## config.mk

```make
export PLATFORM = sky130hd
export DESIGN_NAME = bank_addr_gen
export DESIGN_NICKNAME = d
export VERILOG_FILES = /design/src/rtl/bank_addr_pkg.sv /design/src/rtl/bank_addr_ctrl.sv /design/src/rtl/bank_addr_path.sv /design/src/rtl/bank_addr_gen.sv
export SDC_FILE = /design/constraint.sdc
export NUM_CORES = 1
export LEC_CHECK = 0
export ABC_AREA = 1
export CAP_MARGIN = 20
export CORE_UTILIZATION = 30
export DETAILED_ROUTE_END_ITERATION = 10
export GPL_TIMING_DRIVEN = 0
export PLACE_DENSITY = 0.75
export SLEW_MARGIN = 30
export SYNTH_ARGS = -nofsm -noshare
export SYNTH_HDL_FRONTEND = slang
export SYNTH_SLANG_ARGS = --single-unit
export TNS_END_PERCENT = 50
```

## constraint.sdc

```tcl
create_clock -name clk -period 1.75 [get_ports clk]
set_input_delay 0.525 -clock clk [delete_from_list [all_inputs] [get_ports clk]]
set_output_delay 0.525 -clock clk [all_outputs]
set_load 0.01 [all_outputs]
```

## src/rtl/bank_addr_pkg.sv

```systemverilog
package bank_addr_pkg;

  localparam int PC_W      = 13;
  localparam int DP_W      = 12;
  localparam int NIB_W     = 4;
  localparam int DP_NIBS   = DP_W / NIB_W;
  localparam int ROM_SEL_W = 2;
  localparam int ROM_A_W   = PC_W + 1;
  localparam int RAM_BK_W  = 4;
  localparam int RAM_A_W   = RAM_BK_W + 8;

  typedef enum logic [1:0] {
    MODE_IND  = 2'b00,
    MODE_DIR  = 2'b01,
    MODE_ZP   = 2'b10,
    MODE_ZP2  = 2'b11
  } ramMode_e;

  typedef struct packed {
    logic [DP_NIBS-1:0] dpLoad;
    logic               dpInc;
    logic               bankWe;
    logic               tblActive;
    logic               tblHigh;
  } addrStrobes_t;

endpackage

```

## src/rtl/bank_addr_ctrl.sv

```systemverilog
module bank_addr_ctrl
  import bank_addr_pkg::*;
(
  input  logic         romBankWe,
  input  logic         dpLoadLo,
  input  logic         dpLoadMid,
  input  logic         dpLoadHi,
  input  logic         tblLo,
  input  logic         tblHi,
  output addrStrobes_t strobes
);

  logic anyLoad;

  always_comb begin
    strobes           = '0;
    strobes.dpLoad    = {dpLoadHi, dpLoadMid, dpLoadLo};
    anyLoad           = |strobes.dpLoad;
    // a pointer load in the same cycle pre-empts the post-increment
    strobes.dpInc     = tblHi & ~anyLoad;
    strobes.bankWe    = romBankWe;
    strobes.tblActive = tblLo | tblHi;
    strobes.tblHigh   = tblHi;
  end

endmodule

```

## src/rtl/bank_addr_path.sv

```systemverilog
module bank_addr_path
  import bank_addr_pkg::*;
#(
  parameter int RAM_BANKS = 10,
  parameter int BANK0_TOP = 8'hF3
) (
  input  logic                 clk,
  input  logic                 rstN,
  input  addrStrobes_t         strobes,
  input  logic [PC_W-1:0]      pc,
  input  logic [ROM_SEL_W-1:0] romBankD,
  input  logic [NIB_W-1:0]     dpNibble,
  input  logic [7:0]           romData,
  input  logic [RAM_BK_W-1:0]  ramBank,
  input  logic [NIB_W-1:0]     hPtr,
  input  logic [NIB_W-1:0]     lPtr,
  input  logic [7:0]           dirOp,
  input  logic [NIB_W-1:0]     zpOp,
  input  logic [1:0]           ramMode,
  input  logic                 ramWrReq,
  input  logic [NIB_W-1:0]     ramRdData,
  output logic [ROM_A_W-1:0]   romAddr,
  output logic [NIB_W-1:0]     tblNibble,
  output logic [DP_W-1:0]      dpOut,
  output logic [RAM_A_W-1:0]   ramAddr,
  output logic                 ramInvalid,
  output logic                 ramWrEn,
  output logic [NIB_W-1:0]     ramRdOut
);

  logic [ROM_SEL_W-1:0] romSel;
  logic [DP_W-1:0]      dpReg;
  logic [DP_W-1:0]      dpLoaded;
  logic [DP_W-1:0]      dpNext;
  logic [1:0]           upperBank;
  logic [RAM_BK_W-1:0]  bankEff;

  // nibble-wise pointer loads
  for (genvar g = 0; g < DP_NIBS; g++) begin : gNibLoad
    assign dpLoaded[g*NIB_W +: NIB_W] =
      strobes.dpLoad[g] ? dpNibble : dpReg[g*NIB_W +: NIB_W];
  end

  assign dpNext = strobes.dpInc ? dpReg + 1'b1 : dpLoaded;

  always_ff @(posedge clk) begin
    if (!rstN) begin
      romSel <= '0;
      dpReg  <= '0;
    end else begin
      if (strobes.bankWe) romSel <= romBankD;
      dpReg <= dpNext;
    end
  end

  assign dpOut = dpReg;

  // upper-half bank: codes 00 and 11 both reach bank 1
  always_comb begin
    case (romSel)
      2'b01:   upperBank = 2'd2;
      2'b10:   upperBank = 2'd3;
      default: upperBank = 2'd1;
    endcase
  end

  always_comb begin
    if (strobes.tblActive)
      romAddr = {upperBank, dpReg};
    else if (pc[PC_W-1])
      romAddr = {upperBank, pc[PC_W-2:0]};
    else
      romAddr = {2'b00, pc[PC_W-2:0]};
  end

  assign tblNibble = strobes.tblHigh ? romData[7:4] : romData[3:0];

  // RAM side: unused bank codes fold back to bank 0
  assign bankEff = (int'(ramBank) < RAM_BANKS) ? ramBank : '0;

  always_comb begin
    case (ramMode)
      MODE_IND: ramAddr = {bankEff, hPtr, lPtr};
      MODE_DIR: ramAddr = {bankEff, dirOp};
      default:  ramAddr = {{(RAM_A_W-NIB_W){1'b0}}, zpOp};
    endcase
  end

  assign ramInvalid = (ramAddr[RAM_A_W-1:8] == '0) && (int'(ramAddr[7:0]) > BANK0_TOP);
  assign ramWrEn    = ramWrReq & ~ramInvalid;
  assign ramRdOut   = ramInvalid ? '0 : ramRdData;

endmodule

```

## src/rtl/bank_addr_gen.sv

```systemverilog
module bank_addr_gen
  import bank_addr_pkg::*;
(
  input  logic        clk,
  input  logic        rstN,
  input  logic [12:0] pc,
  input  logic        romBankWe,
  input  logic [1:0]  romBankD,
  input  logic        dpLoadLo,
  input  logic        dpLoadMid,
  input  logic        dpLoadHi,
  input  logic [3:0]  dpNibble,
  input  logic        tblLo,
  input  logic        tblHi,
  input  logic [7:0]  romData,
  input  logic [3:0]  ramBank,
  input  logic [3:0]  hPtr,
  input  logic [3:0]  lPtr,
  input  logic [7:0]  dirOp,
  input  logic [3:0]  zpOp,
  input  logic [1:0]  ramMode,
  input  logic        ramWrReq,
  input  logic [3:0]  ramRdData,
  output logic [13:0] romAddr,
  output logic [3:0]  tblNibble,
  output logic [11:0] dpOut,
  output logic [11:0] ramAddr,
  output logic        ramInvalid,
  output logic        ramWrEn,
  output logic [3:0]  ramRdOut
);

  addrStrobes_t strobes;

  bank_addr_ctrl uCtrl (
    .romBankWe (romBankWe),
    .dpLoadLo  (dpLoadLo),
    .dpLoadMid (dpLoadMid),
    .dpLoadHi  (dpLoadHi),
    .tblLo     (tblLo),
    .tblHi     (tblHi),
    .strobes   (strobes)
  );

  bank_addr_path uPath (
    .clk        (clk),
    .rstN       (rstN),
    .strobes    (strobes),
    .pc         (pc),
    .romBankD   (romBankD),
    .dpNibble   (dpNibble),
    .romData    (romData),
    .ramBank    (ramBank),
    .hPtr       (hPtr),
    .lPtr       (lPtr),
    .dirOp      (dirOp),
    .zpOp       (zpOp),
    .ramMode    (ramMode),
    .ramWrReq   (ramWrReq),
    .ramRdData  (ramRdData),
    .romAddr    (romAddr),
    .tblNibble  (tblNibble),
    .dpOut      (dpOut),
    .ramAddr    (ramAddr),
    .ramInvalid (ramInvalid),
    .ramWrEn    (ramWrEn),
    .ramRdOut   (ramRdOut)
  );

endmodule

```

After elaboration in Yosys (flattened, before gate mapping)
Cells that the tools add are included.
W data, S select, Z words.

word-level totals
  register bits = 14
  input port bits = 66
  output and inout port bits = 48

operators by class
  add/sub/neg operators = 1
  order comparisons = 2
  eq/ne operators = 3
  mux-type cells = 11
  bitwise logic cells = 5
  reduce and logical (&&, ||, !) cells = 7

operators by type and width
  operator                 number
  $mux W14                 2
  $mux W4                  6
  $pmux W12 S2             1
  $add A12 B1 Y12 const B  1
  $mux W12                 1
  $gt A8 B8 Y1 const B     1
  $reduce_bool A2 Y1       3
  $eq A2 B1 Y1 const B     2
  $logic_not A4 Y1         1
  $lt A4 B4 Y1 const B     1
  $pmux W2 S2              1
  $reduce_or A3 Y1         1
  $and A1 B1 Y1            2
  $eq A2 B2 Y1 const B     1
  $logic_not A2 Y1         1
  $not A1 Y1               2
  $logic_and A1 B1 Y1      1
  $or A1 B1 Y1             1

Depth between registers and ports, before layout
  word-level depth = 7
  depth in mapped cells = 9
  depth with buffers taken out = 9

Hierarchy
From an unflattened synthesis, not the netlist that was laid out.

unflattened totals
  cell total of the unflattened synthesis = 255
  area, all modules = 1387.6 µm²

by module, submodules not included
  module          times used  cells an instance  area an instance (µm²)
  bank_addr_path  1           243                1321.3
  bank_addr_ctrl  1           12                 66.3

Least setup slack after synthesis
Ideal clock, no wire load.

  kind = input to output
  start point = input ramBank[2]
  end point = output ramRdOut[0]
  arrival time = 1283 ps
  data required time = 1225 ps
  slack = -58 ps
  cell stages on the path = 7
  buffers on the path = 0
  path through = nor2_1 -> inv_1 -> a21oi_1 -> nor2_2 -> nand3_2 -> nand2_1 -> inv_1

on the way
  cells in the longest elaborated chain, start to end = 6

ends and longest elaborated chain
  what                 line                  text
  start, declared      bank_addr_gen.sv:16   input logic [3:0] ramBank,
  $lt A4 B4 Y1         bank_addr_path.sv:79  assign bankEff = (int'(ramBank) < RAM_BANKS) ? ramBank : '0;
  $mux W4              bank_addr_path.sv:79
  $pmux W12 S2         bank_addr_path.sv:82  case (ramMode)
  net ramAddr[8]       bank_addr_gen.sv:27   output logic [11:0] ramAddr,
  $logic_not A4 Y1     bank_addr_path.sv:89  assign ramInvalid = (ramAddr[RAM_A_W-1:8] == '0) && (int'(ramAddr[7:0]) > BANK0_TOP);
  $logic_and A1 B1 Y1  bank_addr_path.sv:89
  $mux W4              bank_addr_path.sv:91  assign ramRdOut = ramInvalid ? '0 : ramRdData;
  end, declared        bank_addr_gen.sv:30   output logic [3:0] ramRdOut

The timed path passes the listed nets, and every way through them passes these cells.

Worst setup path after layout
  start point = input ramMode[1]
  end point = output ramRdOut[2]

on the way
  cells in the longest elaborated chain, start to end = 5
  elaborated cells on any way between the ends = 7
  classes of those cells = order compare (1); eq/ne (1); mux (2); reduce/logical (3)

ends and longest elaborated chain
  what                                                     line                  text
  start, declared                                          bank_addr_gen.sv:21   input logic [1:0] ramMode,
  $eq A2 B1 Y1 / $logic_not A2 Y1 (equally long branches)  bank_addr_path.sv:82
  $pmux W12 S2 (*)                                         bank_addr_path.sv:82
  $gt A8 B8 Y1 / $logic_not A4 Y1 (equally long branches)  bank_addr_path.sv:89
  $logic_and A1 B1 Y1 (*)                                  bank_addr_path.sv:89
  $mux W4 (*)                                              bank_addr_path.sv:91

Every way passes the cells marked *; elsewhere a longest branch is shown, timed or not.

==> impl_metrics.yaml <==
power:
  leakage_nw: 1.51
  combPwrFrac_pct: 47.6
  total_power_mw: 1.22
  p_seq_share_pct: 30.5
  power_switching_uw: 405
  switching_share_pct: 33.4
  clock_power_share_pct: 21.9
  p_int_uw: 810
  pwr_density_cell_mw_per_mm2: 427
  ir_drop_mv: 0.275
clock_tree:
  cts_sinks: 14
  root_buffer: "clkbuf_8"
  htree_levels: 1
  clockBufferDepth: 2
  cts_tree: "built"
  numCtsBuffers: 3
  clk_pin_slew_worst_paths_ns: 0.06
  clk_latency_ns: 0.25
  cts_hold_buffers: 0
worst_setup_path:
  rr_worst_depth: 8
  rrSetupSlack_ns: 0.36
  cp_max_fo: 7
  critPathMaxStageDelay_ns: 0.21
  reg2reg_to: "uPath.dpOut[4]"
  cp_data_arrival_time_ns: 1.60
  start_kind: "primary input"
  required_ns: 1.22
  critPathSlowestCell: "nor2_4"
  crit_chain: "buf_12, nor2_4, nand2_1, nand2_2, nand2_2, nor2_2, nand3_2, buf_6, nand2_2, inv_2, buf_6"
  crit_type: "primary input to output port"
  timing.critical_path.mode_cell: "nand2_2"
  rr_startpoint: "uPath.dpOut[0]"
  crit_path_end_kind: "output port"
  worstSetupStartpoint: "ramMode[1]"
  path_buf_inv: 4
  endpoint: "ramRdOut[2]"
  crit_family: "simple AND/OR/NAND/NOR gates"
  path_depth: 11
grt:
  grt_pass1_wl_um: 9090
  grtUsageTotal_pct: 22.4
  antenna_found_initial: 0
  grt_remaining_overflow: 0
  grt_max_degree: 11
  grt_pass1_vias: 1955
layout:
  nFillCells: 391
  drive_above_1_share_pct: 30.4
  multi_input_area_mm2: 0.00104
  utilization_pct: 64.5
  syn_to_final_growth_pct: 104
  n_antenna_cell: 0
  nNetsFinal: 465
  regArea_um2: 287
floorplanning:
  die_w_um: 70.3
  ios: 114
  start_util_pct: 31.7
  die-area_mm2: 0.00494
  core_area_mm2: 0.00441
  fp.dieH_um: 70.3
  num_rows: 24
place:
  dpl.hpwl_um: 4120
  place.gp.congestion: 0.905
  numPortBuffers: 113
  post-place-ws_ns: -1.33
timing:
  clock_skew_ns: 0.00354
  post-route-period-util_pct: 121
  worstMarginPinSlew_ns: 0.497
  period_needed_ns: 2.12
  setup_violations: 26
  tns_ns: -3.15
  fmax_mhz: 471
  finalWorstSetupSlack_ns: -0.372
  relSlewSlack_pct: 66.8
  hold_viol: 0
  rsz0062_at_grt: "true"
  drv_slew: 0
synthesis:
  yosys.area.top_type: "nand2_1"
  yosys-top-cells-area: "nand2_1 24%, dfxtp_1 20%, inv_1 12%"
  postSynthCellCount: 264
  ys_types: 22
  ys_seq_area_share_pct: 20.1
  synth.net_count: 332
  synth_area_mm2: 0.00140
  syn_area_per_cell_um2: 5.29
  synth_warnings: 0
  yosys.area.top_type_share_pct: 24.2
  ys_ff_latch: 14
run_status:
  failed_checks: "negative setup slack"
  status: "finished with violations"
job:
  drv_cap: 0
drt:
  drc: 0
  ant_nets: 0
  route.detailed.wl_per_inst_um: 12.7
  firstDrtPassIters: 5
  dr_total_vias: 2148
  vias_per_cell: 4.81
  initialDrtViolationCount: 52
  wirelength_um: 5660
hold_path:
  hold_path.class: "register to register"
routing by layer:
metal / up-vias / part of all wire [%] / GRT usage, %
li1: 1092 / - / -
met1: 952 / 42 / 27.9
met2: 95 / 49 / 40.5
met3: 9 / 7.1 / 3.61
met4: 0 / 1.5 / 4.22
met5: - / 0 / 0
cells by family after synthesis:
kind of cell    Yosys count  share of synthesized area (%)
compound gates           44                           15.9
fa+ha+maj                 2                           1.79
buf+inv                  50                           14.0
flops                    14                           20.1
mux                       1                          0.806
simple gates            153                           47.4
cells in the final DEF, fill, tap and decap left out, drive strengths merged:
master	instances
dlymetal6s2s	9
o22ai	2
ha	2
nand2	93
clkbuf	7
a21oi	15
o21ai	27
mux2	1
clkdlybuf4s15	1
inv	45
nor3b	2
nand4	4
dlygate4sd2	23
nand3b	1
buf	55
nand3	22
clkdlybuf4s50	41
nor2	31
dfxtp	14
timing repair:
| action | in CTS | in global routing |
|---|---|---|
| setup buffers | 12 | 4 |
| hold endpoints to repair | 0 | 0 |
| resized for setup | 223 | 68 |
| setup endpoints to repair | 44 | 50 |
| pin swaps | 27 | 24 |
| cloned | 2 | 0 |
metrics by stage:
stage	hold slack, ns	instances	area (um2)
2_1_floorplan	0.438	264	1420
3_5_place_dp	0.459	429	2610
4_1_cts	0.469	446	2760
6_report	0.469	447	2850
5_1_grt	0.512	447	2850
3_3_place_gp	0.458	429	2610
worst min path at each step:
stage                          from         endpoint  cells past startpoint
global route        uPath.romSel[1]  uPath.romSel[1]                      2
detailed placement  uPath.romSel[1]  uPath.romSel[1]                      2
global placement    uPath.romSel[1]  uPath.romSel[1]                      2
finish              uPath.romSel[1]  uPath.romSel[1]                      2
CTS                 uPath.romSel[1]  uPath.romSel[1]                      2
floorplan           uPath.romSel[1]  uPath.romSel[1]                      2
flip-flops by register name, summed over array words and instances, names as in the netlist:
register      count
uPath.romSel      2
uPath.dpOut      12
tightest hold or removal path: cells and delay by family (launching register included):
| kind | cells | cell delay, ns |
|---|---|---|
| AOI/OAI and AO/OA | 1 | 0.06 |
| buffers and inverters | 1 | 0.06 |
| DFF | 1 | 0.30 |
power by group through the flow:
stage | clock [mW] | sequential, mW | combinational (mW)
finish | 0.266 | 0.371 | 0.579
global route | 0.278 | 0.376 | 0.628
CTS | 0.272 | 0.371 | 0.555
detailed placement | 0 | 0.376 | 0.551
global placement | 0 | 0.375 | 0.549
floorplan | 0 | 0.379 | 0.196
synthesized netlist by cell type:
cell type / number
buf_2: 3
o21ai_1: 2
nand3b_1: 1
nand2_1: 90
a21oi_1: 15
dfxtp_1: 14
nor2_2: 5
nand3_1: 21
mux2_2: 1
inv_2: 1
ha_1: 2
nor2_1: 24
o22ai_1: 2
o21ai_0: 25
clkbuf_1: 1
nand3_2: 1
nor2_4: 2
nor3b_1: 2
buf_4: 1
nand4_1: 4
inv_1: 44
nand2_2: 3
area by class of cell:
| class | count | share of cell area (%) |
|---|---|---|
| flip-flops and latches | 14 | 10.1 |
| multi-input cells | 200 | 36.5 |
| clock buffers | 3 | 1.45 |
| inverters | 45 | 6.29 |
| repair buffers | 129 | 42.2 |
| plain buffers | 4 | 1.19 |
| well taps | 52 | 2.29 |
Power figures use the tool's default switching activity.
